[src/rtl/irwake_pkg.sv]
package irwake_pkg;
  typedef logic [7:0] ir_sample_t;

  localparam logic [3:0] A_CTRL   = 4'd0;
  localparam logic [3:0] A_STATUS = 4'd1;
  localparam logic [3:0] A_DEPTH  = 4'd2;
  localparam logic [3:0] A_TOL    = 4'd3;
  localparam logic [3:0] A_COUNT  = 4'd4;
  localparam logic [3:0] A_PUSH   = 4'd5;
  localparam logic [3:0] A_RDATA  = 4'd6;
  localparam logic [3:0] A_RIDX   = 4'd7;
  localparam logic [3:0] A_FLUSH  = 4'd8;

  localparam logic [6:0] RUN_MAX  = 7'h7F;
endpackage

[src/rtl/irwake_sampler.sv]
module irwake_sampler
  import irwake_pkg::*;
#(
  parameter int SAMPLE_DIV = 5000
) (
  input  logic       clk,
  input  logic       rst_n,
  input  logic       enable,
  input  logic       ir_n,
  output logic       smp_valid,
  output ir_sample_t smp
);
  localparam int DW = (SAMPLE_DIV > 1) ? $clog2(SAMPLE_DIV) : 1;

  logic [1:0]    sync_q;
  logic [DW-1:0] div_q, div_d;
  logic          lvl_q, lvl_d;
  logic [6:0]    run_q, run_d;
  logic          vld_q, vld_d;
  ir_sample_t    smp_q, smp_d;
  logic          tick, carrier;

  assign carrier = ~sync_q[1];
  assign tick    = (div_q == DW'(SAMPLE_DIV - 1));

  always_comb begin
    div_d = tick ? '0 : div_q + DW'(1);
    lvl_d = lvl_q;
    run_d = run_q;
    vld_d = 1'b0;
    smp_d = smp_q;
    if (!enable) begin
      lvl_d = 1'b0;
      run_d = '0;
    end else if (tick) begin
      if (carrier != lvl_q) begin
        if (run_q != '0) begin
          vld_d = 1'b1;
          smp_d = {lvl_q, run_q};
        end
        lvl_d = carrier;
        run_d = 7'd1;
      end else if (run_q == RUN_MAX) begin
        vld_d = 1'b1;
        smp_d = {lvl_q, run_q};
        run_d = 7'd1;
      end else begin
        run_d = run_q + 7'd1;
      end
    end
  end

  always_ff @(posedge clk or negedge rst_n) begin
    if (!rst_n) begin
      sync_q <= 2'b11;
      div_q  <= '0;
      lvl_q  <= 1'b0;
      run_q  <= '0;
      vld_q  <= 1'b0;
      smp_q  <= '0;
    end else begin
      sync_q <= {sync_q[0], ir_n};
      div_q  <= div_d;
      lvl_q  <= lvl_d;
      run_q  <= run_d;
      vld_q  <= vld_d;
      smp_q  <= smp_d;
    end
  end

  assign smp_valid = vld_q;
  assign smp       = smp_q;

  // an emitted sample never carries a zero length
  p_len_nonzero_r1: assert property (@(posedge clk) disable iff (!rst_n)
    smp_valid |-> (smp[6:0] != 7'd0));
  // a saturated run restarts counting at one period
  p_sat_restart_r2: assert property (@(posedge clk) disable iff (!rst_n)
    (enable && tick && run_q == RUN_MAX && carrier == lvl_q) |=> (run_q == 7'd1));
endmodule

[src/rtl/irwake_tmpl_store.sv]
module irwake_tmpl_store
  import irwake_pkg::*;
#(
  parameter int DEPTH = 67,
  localparam int CW = $clog2(DEPTH + 1),
  localparam int AW = (DEPTH > 1) ? $clog2(DEPTH) : 1
) (
  input  logic          clk,
  input  logic          rst_n,
  input  logic          push,
  input  ir_sample_t    push_data,
  input  logic          clear,
  input  logic          pop,
  input  logic [CW-1:0] cmp_idx,
  output ir_sample_t    cmp_entry,
  output ir_sample_t    rd_entry,
  output logic [CW-1:0] count,
  output logic [CW-1:0] rd_idx
);
  ir_sample_t    mem_q [DEPTH];
  logic [CW-1:0] cnt_q, cnt_d, ridx_q, ridx_d;
  logic          full, wr_en;

  assign full  = (cnt_q == CW'(DEPTH));
  assign wr_en = push && !full;

  always_comb begin
    cnt_d  = cnt_q;
    ridx_d = ridx_q;
    if (clear) begin
      cnt_d  = '0;
      ridx_d = '0;
    end else begin
      if (wr_en) cnt_d = cnt_q + CW'(1);
      if (pop && cnt_q != '0)
        ridx_d = (ridx_q + CW'(1) == cnt_q) ? '0 : ridx_q + CW'(1);
    end
  end

  always_ff @(posedge clk or negedge rst_n) begin
    if (!rst_n) begin
      cnt_q  <= '0;
      ridx_q <= '0;
    end else begin
      cnt_q  <= cnt_d;
      ridx_q <= ridx_d;
    end
  end

  always_ff @(posedge clk) begin
    if (wr_en) mem_q[cnt_q[AW-1:0]] <= push_data;
  end

  assign cmp_entry = mem_q[cmp_idx[AW-1:0]];
  assign rd_entry  = (cnt_q == '0) ? '0 : mem_q[ridx_q[AW-1:0]];
  assign count     = cnt_q;
  assign rd_idx    = ridx_q;

  // the store never holds more than its depth
  p_count_bound_r3: assert property (@(posedge clk) disable iff (!rst_n)
    cnt_q <= CW'(DEPTH));
  // a push into a full store leaves the count alone
  p_full_drop_r3: assert property (@(posedge clk) disable iff (!rst_n)
    (push && full && !clear) |=> $stable(cnt_q));
  // the read index stays inside the stored entries
  p_ridx_bound_r5: assert property (@(posedge clk) disable iff (!rst_n)
    (cnt_q != '0) |-> (ridx_q < cnt_q));
endmodule

[src/rtl/irwake_compare.sv]
module irwake_compare
  import irwake_pkg::*;
#(
  parameter int CW = 7
) (
  input  logic          clk,
  input  logic          rst_n,
  input  logic          enable,
  input  logic          smp_valid,
  input  ir_sample_t    smp,
  input  logic [7:0]    depth,
  input  logic [7:0]    tol,
  input  logic [CW-1:0] count,
  output logic [CW-1:0] cmp_idx,
  input  ir_sample_t    tmpl_entry,
  output logic          hit
);
  logic          act_q, act_d, hit_q, hit_d;
  logic [CW-1:0] idx_q, idx_d, cur_idx;
  logic [7:0]    mis_q, mis_d, cur_mis;
  logic [8:0]    new_mis;
  logic [6:0]    t_len, d_len, diff;
  logic          armed, bad, take;

  assign armed   = enable && (depth != 8'd0) && (depth <= 8'(count));
  assign cur_idx = act_q ? idx_q : '0;
  assign cur_mis = act_q ? mis_q : '0;
  assign t_len   = tmpl_entry[6:0];
  assign d_len   = smp[6:0];
  assign diff    = (d_len >= t_len) ? d_len - t_len : t_len - d_len;
  assign bad     = (smp[7] != tmpl_entry[7]) || (diff > (t_len >> 3));
  assign new_mis = {1'b0, cur_mis} + {8'd0, bad};
  assign take    = smp_valid && armed && (act_q || smp[7]);

  always_comb begin
    act_d = act_q;
    idx_d = idx_q;
    mis_d = mis_q;
    hit_d = 1'b0;
    if (!armed) begin
      act_d = 1'b0;
    end else if (take) begin
      if (new_mis > {1'b0, tol}) begin
        act_d = 1'b0;
      end else if (8'(cur_idx) == depth - 8'd1) begin
        hit_d = 1'b1;
        act_d = 1'b0;
      end else begin
        act_d = 1'b1;
        idx_d = cur_idx + CW'(1);
        mis_d = new_mis[7:0];
      end
    end
  end

  always_ff @(posedge clk or negedge rst_n) begin
    if (!rst_n) begin
      act_q <= 1'b0;
      idx_q <= '0;
      mis_q <= '0;
      hit_q <= 1'b0;
    end else begin
      act_q <= act_d;
      idx_q <= idx_d;
      mis_q <= mis_d;
      hit_q <= hit_d;
    end
  end

  assign cmp_idx = cur_idx;
  assign hit     = hit_q;

  // a comparison in flight never carries more mismatches than allowed
  p_mis_bound_r7: assert property (@(posedge clk) disable iff (!rst_n)
    act_q |-> (mis_q <= tol));
  // a hit always follows an armed, accepted sample
  p_hit_source_r8: assert property (@(posedge clk) disable iff (!rst_n)
    hit |-> $past(smp_valid && armed));
  // hits are single-cycle
  p_hit_single_r9: assert property (@(posedge clk) disable iff (!rst_n)
    hit |=> !hit);
endmodule

[src/rtl/irwake_matcher.sv]
module irwake_matcher
  import irwake_pkg::*;
#(
  parameter int TMPL_DEPTH = 67,
  parameter int SAMPLE_DIV = 5000
) (
  input  logic       clk,
  input  logic       rst_n,
  input  logic       ir_n,
  input  logic       reg_wr,
  input  logic       reg_rd,
  input  logic [3:0] reg_addr,
  input  logic [7:0] reg_wdata,
  output logic [7:0] reg_rdata,
  output logic       wake_pulse
);
  localparam int CW = $clog2(TMPL_DEPTH + 1);

  logic [1:0]    rst_sync_q;
  logic          rst_s_n;
  logic [2:0]    ctrl_q, ctrl_d;
  logic [7:0]    depth_q, depth_d, tol_q, tol_d;
  logic          stat_q, stat_d;
  logic          smp_vld, host_push, learn_push, push, flush, pop;
  ir_sample_t    smp, push_data, cmp_entry, rd_entry;
  logic [CW-1:0] count, rd_idx, cmp_idx;
  logic          hit;

  always_ff @(posedge clk or negedge rst_n) begin
    if (!rst_n) rst_sync_q <= 2'b00;
    else        rst_sync_q <= {rst_sync_q[0], 1'b1};
  end
  assign rst_s_n = rst_sync_q[1];

  irwake_sampler #(.SAMPLE_DIV(SAMPLE_DIV)) u_sampler (
    .clk(clk), .rst_n(rst_s_n), .enable(ctrl_q[2]), .ir_n(ir_n),
    .smp_valid(smp_vld), .smp(smp)
  );

  assign host_push  = reg_wr && (reg_addr == A_PUSH) && ctrl_q[1];
  assign learn_push = smp_vld && ctrl_q[2] && !ctrl_q[1] && !ctrl_q[0] &&
                      ((count != '0) || smp[7]);
  assign push       = host_push || learn_push;
  assign push_data  = host_push ? reg_wdata : smp;
  assign flush      = reg_wr && (reg_addr == A_FLUSH) && reg_wdata[0] && !ctrl_q[0];
  assign pop        = reg_rd && (reg_addr == A_RDATA);

  irwake_tmpl_store #(.DEPTH(TMPL_DEPTH)) u_store (
    .clk(clk), .rst_n(rst_s_n), .push(push), .push_data(push_data),
    .clear(flush), .pop(pop), .cmp_idx(cmp_idx), .cmp_entry(cmp_entry),
    .rd_entry(rd_entry), .count(count), .rd_idx(rd_idx)
  );

  irwake_compare #(.CW(CW)) u_compare (
    .clk(clk), .rst_n(rst_s_n), .enable(ctrl_q[2] && ctrl_q[0]),
    .smp_valid(smp_vld), .smp(smp), .depth(depth_q), .tol(tol_q),
    .count(count), .cmp_idx(cmp_idx), .tmpl_entry(cmp_entry), .hit(hit)
  );

  always_comb begin
    ctrl_d  = ctrl_q;
    depth_d = depth_q;
    tol_d   = tol_q;
    stat_d  = stat_q;
    if (reg_wr) begin
      case (reg_addr)
        A_CTRL:   ctrl_d  = reg_wdata[2:0];
        A_DEPTH:  depth_d = reg_wdata;
        A_TOL:    tol_d   = reg_wdata;
        A_STATUS: if (reg_wdata[0]) stat_d = 1'b0;
        default:  ;
      endcase
    end
    if (hit) stat_d = 1'b1;
  end

  always_ff @(posedge clk or negedge rst_s_n) begin
    if (!rst_s_n) begin
      ctrl_q  <= '0;
      depth_q <= '0;
      tol_q   <= '0;
      stat_q  <= 1'b0;
    end else begin
      ctrl_q  <= ctrl_d;
      depth_q <= depth_d;
      tol_q   <= tol_d;
      stat_q  <= stat_d;
    end
  end

  always_comb begin
    case (reg_addr)
      A_CTRL:   reg_rdata = {5'd0, ctrl_q};
      A_STATUS: reg_rdata = {7'd0, stat_q};
      A_DEPTH:  reg_rdata = depth_q;
      A_TOL:    reg_rdata = tol_q;
      A_COUNT:  reg_rdata = 8'(count);
      A_RDATA:  reg_rdata = rd_entry;
      A_RIDX:   reg_rdata = 8'(rd_idx);
      default:  reg_rdata = 8'd0;
    endcase
  end

  assign wake_pulse = hit;

  // a wake event leaves the status flag set
  p_wake_status_r9: assert property (@(posedge clk) disable iff (!rst_s_n)
    wake_pulse |=> stat_q);
  // a flush request in compare mode leaves the count alone
  p_flush_blocked_r4: assert property (@(posedge clk) disable iff (!rst_s_n)
    (reg_wr && reg_addr == A_FLUSH && ctrl_q[0]) |=> $stable(count));
  // status only falls after a clearing write
  p_status_w1c_r10: assert property (@(posedge clk) disable iff (!rst_s_n)
    $fell(stat_q) |-> $past(reg_wr && reg_addr == A_STATUS && reg_wdata[0]));
endmodule

[config.mk]
export PLATFORM = sky130hd
export DESIGN_NAME = irwake_matcher
export DESIGN_NICKNAME = d
export VERILOG_FILES = /design/src/rtl/irwake_pkg.sv /design/src/rtl/irwake_sampler.sv /design/src/rtl/irwake_tmpl_store.sv /design/src/rtl/irwake_compare.sv /design/src/rtl/irwake_matcher.sv
export SDC_FILE = /design/constraint.sdc
export NUM_CORES = 1
export LEC_CHECK = 0
export BUFFER_PORTS_ARGS = -buffer_cell sky130_fd_sc_hd__clkbuf_2
export CORE_AREA = 2 2 266 268
export CTS_BUF_LIST = sky130_fd_sc_hd__clkbuf_16
export CTS_CLUSTER_SIZE = 8
export DETAILED_ROUTE_END_ITERATION = 8
export DIE_AREA = 0 0 268 270
export GPL_TIMING_DRIVEN = 0
export PLACE_DENSITY = 0.69
export SETUP_SLACK_MARGIN = 0.1
export SLEW_MARGIN = 20
export SYNTH_ARGS = -nofsm -noshare
export SYNTH_HDL_FRONTEND = slang
export SYNTH_HIERARCHICAL = 1
export SYNTH_SLANG_ARGS = --single-unit
export TNS_END_PERCENT = 20
[constraint.sdc]
create_clock -name clk -period 4.27 [get_ports clk]
set_input_delay 0.427 -clock clk [delete_from_list [all_inputs] [get_ports clk]]
set_output_delay 0.427 -clock clk [all_outputs]
set_load 0.01 [all_outputs]
==> impl_metrics.toml <==
[floorplan]
row_count = 97
die_y_microns = 270
io_pins = 26
die_area_sq_mm = 0.0724
die_w_microns = 268
start_util_pct = 44.7
core_area_sq_mm = 0.0695

[setup_path]
r2r_start = "u_compare/act_q$_DFFE_PN0P_"
critPathArrivalTime_ns = 8.09
criticalPathCategory = "reg2reg"
rr_endpoint = "u_compare/mis_q[0]$_DFFE_PN0P_"
worstPathMaxFanout = 6
crit_path_end_kind = "register"
max_stage_delay_ns = 0.55
worst-r2r-cell-count = 38
cp_slowest_cell = "mux4_2"
worstPathRequired_ns = 4.77
start_kind = "register"
rrSetupSlack_ns = -3.32

[sta]
finalMaxSlewViolations = 0
timing.final.ws_setup_ns = -3.32
clock_skew_ns = 0.0356
fmax_ghz = 0.132
min_period_over_period_pct = 178
relSlewSlack_pct = 19.8
setup_violations = 25
hold_viol = 0
finalSetupTns_ns = -58.38
fin_crit_ns = 7.59
tightest_slew_ns = 1.20
rsz0062_at_grt = "true"

[global_routing]
grt_start_max_net_pins = 68
grt_pass1_wl_microns = 137000
antenna_found_initial = 1
grt_pass1_vias = 19800
track_usage_pct = 26.3
gr-total-overflow = 0

[detailed_routing]
vias = 20100
drc = 0
drtIter0Drc = 3148
routed_wl_microns = 95000
vias_per_cell = 6.68
drtPass1Iterations = 5
ant_nets = 0
avgRoutedWirePerCell_microns = 31.6

[clocking]
cts_tree = "yes"
clk_pin_slew_worst_paths_ns = 0.05
cts-root-buf = "clkbuf_16"
numCtsBuffers = 87
clock-sinks = 621
clockBufferDepth = 3
htree_levels = 3
clock_latency_ns = 0.64

[final_layout]
layout-drive-gt1-share_pct = 33.8
fin_nets = 2102
final_common_cell = "edfxtp_1"
area_growth_pct = 16.6
fill_cells = 5445
final_cell_mix = "edfxtp_1, mux4_2, nor2_1"
diodes = 0

[synth]
synth_cell_type_count = 77
synth-edff-count = 536
ys_warn_count = 6
synth_seq_cells = 621
async_flop_share_pct = 13.7
syn_area_sq_mm = 0.0311
avgSynthCellArea_sq_um = 16.5
seq_area_frac_synth_pct = 58.6
ys.flop_type = "edfxtp_1"
syn_inst = 1884
syn_nets = 1946

[placement]
io_buffers = 24
hpwl_microns = 63400
place.gp.congestion = 0.963

[job]
cap_viol_max_count = 0

[pwr]
peakVddDrop_uv = 301
p_per_area_mw_per_mm2 = 409
p_total_mw = 14.8
power.leakage_nw = 13.0

[run_status]
status = "finished with violations"
violations = "setup timing"

[worst_hold_path]
min_to = "tol_q[6]$_DFFE_PN0P_"
hold_path.class = "in2reg"
hold_depth = 2
hp-start = "reg_wdata[6]"
layer usage:
metal | track usage [%] | up-vias | wire length (microns)
li1 | - | 7976 | -
met1 | 35.5 | 10400 | 34900
met2 | 40.3 | 1387 | 44300
met3 | 5.88 | 274 | 10800
met4 | 13.0 | 2 | 4880
met5 | 0 | - | 17
sequential cells by signal, indices dropped and copies added (netlist names):
signal and flops:
ctrl_q 3, depth_q 8, rst_sync_q 2, stat_q 1
tol_q 8, u_compare/act_q 1, u_compare/hit 1, u_compare/idx_q 7
u_compare/mis_q 8, u_sampler/div_q 13, u_sampler/lvl_q 1, u_sampler/run_q 7
u_sampler/smp 8, u_sampler/smp_valid 1, u_sampler/sync_q 2, u_store/count 7
u_store/mem_q 536, u_store/rd_idx 7
worst max-delay path by stage:
stage                                startpoint                        endpoint  slack (ns)  cells after the start
floorplan           u_compare/act_q$_DFFE_PN0P_  u_compare/idx_q[1]$_DFFE_PN0P_       -2.76                     37
global placement    u_compare/act_q$_DFFE_PN0P_  u_compare/mis_q[0]$_DFFE_PN0P_       -5.35                     37
detailed placement  u_compare/act_q$_DFFE_PN0P_  u_compare/mis_q[0]$_DFFE_PN0P_       -5.39                     37
CTS                 u_compare/act_q$_DFFE_PN0P_  u_compare/mis_q[0]$_DFFE_PN0P_       -3.31                     37
global route        u_compare/act_q$_DFFE_PN0P_  u_compare/mis_q[7]$_DFFE_PN0P_       -3.51                     37
finish              u_compare/act_q$_DFFE_PN0P_  u_compare/mis_q[0]$_DFFE_PN0P_       -3.32                     38
worst max-delay path: cells and delay by family (launching register included):
family | cells | cell delay [ns]
compound gates | 11 | 1.76
mux | 4 | 1.56
simple gates | 9 | 1.44
buf+inv | 8 | 1.01
fa+ha+maj | 4 | 0.96
flops | 1 | 0.41
xor+xnor | 2 | 0.27
per-stage QoR:
| step | instances | utilization, % | instance area (sq um) | hold slack, ns | setup WS [ns] |
|---|---|---|---|---|---|
| finish | 3003 | 52.1 | 36300 | 0.0989 | -3.32 |
| global route | 3003 | 52.1 | 36300 | 0.102 | -3.51 |
| CTS | 2998 | 51.8 | 36000 | 0.0790 | -3.31 |
| detailed placement | 2849 | 46.9 | 32600 | 0.217 | -5.39 |
| global placement | 2848 | 46.8 | 32600 | 0.215 | -5.35 |
| floorplan | 1884 | - | 31300 | 0.131 | -2.76 |
cell type report:
cell class | instances | area (sq um) | area share (%)
plain buffers | 115 | 942 | 2.60
clock buffers | 90 | 2250 | 6.21
clock inverters | 22 | 111 | 0.307
inverters | 57 | 218 | 0.600
multi-input cells | 1088 | 12700 | 35.1
flip-flops and latches | 621 | 18200 | 50.3
well taps | 940 | 1180 | 3.24
repair buffers | 70 | 614 | 1.69
where the power goes:
part	switching (mW)	internal, mW	leakage, nW	total, mW
Combinational	1.05	0.896	4.84	1.94
Clock	2.45	3.69	1.23	6.14
Sequential	0.135	6.59	6.92	6.73
Total	3.63	11.2	13.0	14.8
synth_stat cells, types with 11 or more instances:
cell	instances	area share, %
nand4_1	13	0.26
nor2_1	126	1.5
mux2_2	50	1.8
nand2_1	68	0.82
a22oi_1	36	0.87
nand3_1	43	0.69
a21oi_1	41	0.66
o21ai_1	11	0.18
a211oi_1	12	0.29
clkbuf_1	54	0.65
xor2_1	20	0.56
o21ai_0	29	0.47
mux2i_1	56	1.8
edfxtp_1	536	52
mux4_2	283	20
ha_1	43	1.7
and2_1	17	0.34
dfrtp_1	83	6.7
inv_1	57	0.69
xnor2_1	30	0.84
buf_2	42	0.68
nor2b_1	20	0.40
o221ai_1	26	0.73
and3_1	18	0.36
cell families after synthesis:
logic type,share of synthesized area [%]
simple gates,6.16
mux,24.4
fa+ha+maj,1.86
flops,58.6
xor+xnor,1.41
buf+inv,2.51
compound gates,5.02
other cells,0.0121
repair_timing:
item	in CTS	in global routing
setup endpoints to repair	25	81
cloned	3	0
buffers inserted	35	6
gates resized for setup	163	43
endpoints found under the hold margin	3	0
hold buffers	2	0
pin swaps	36	29
Power figures use the tool's default switching activity.
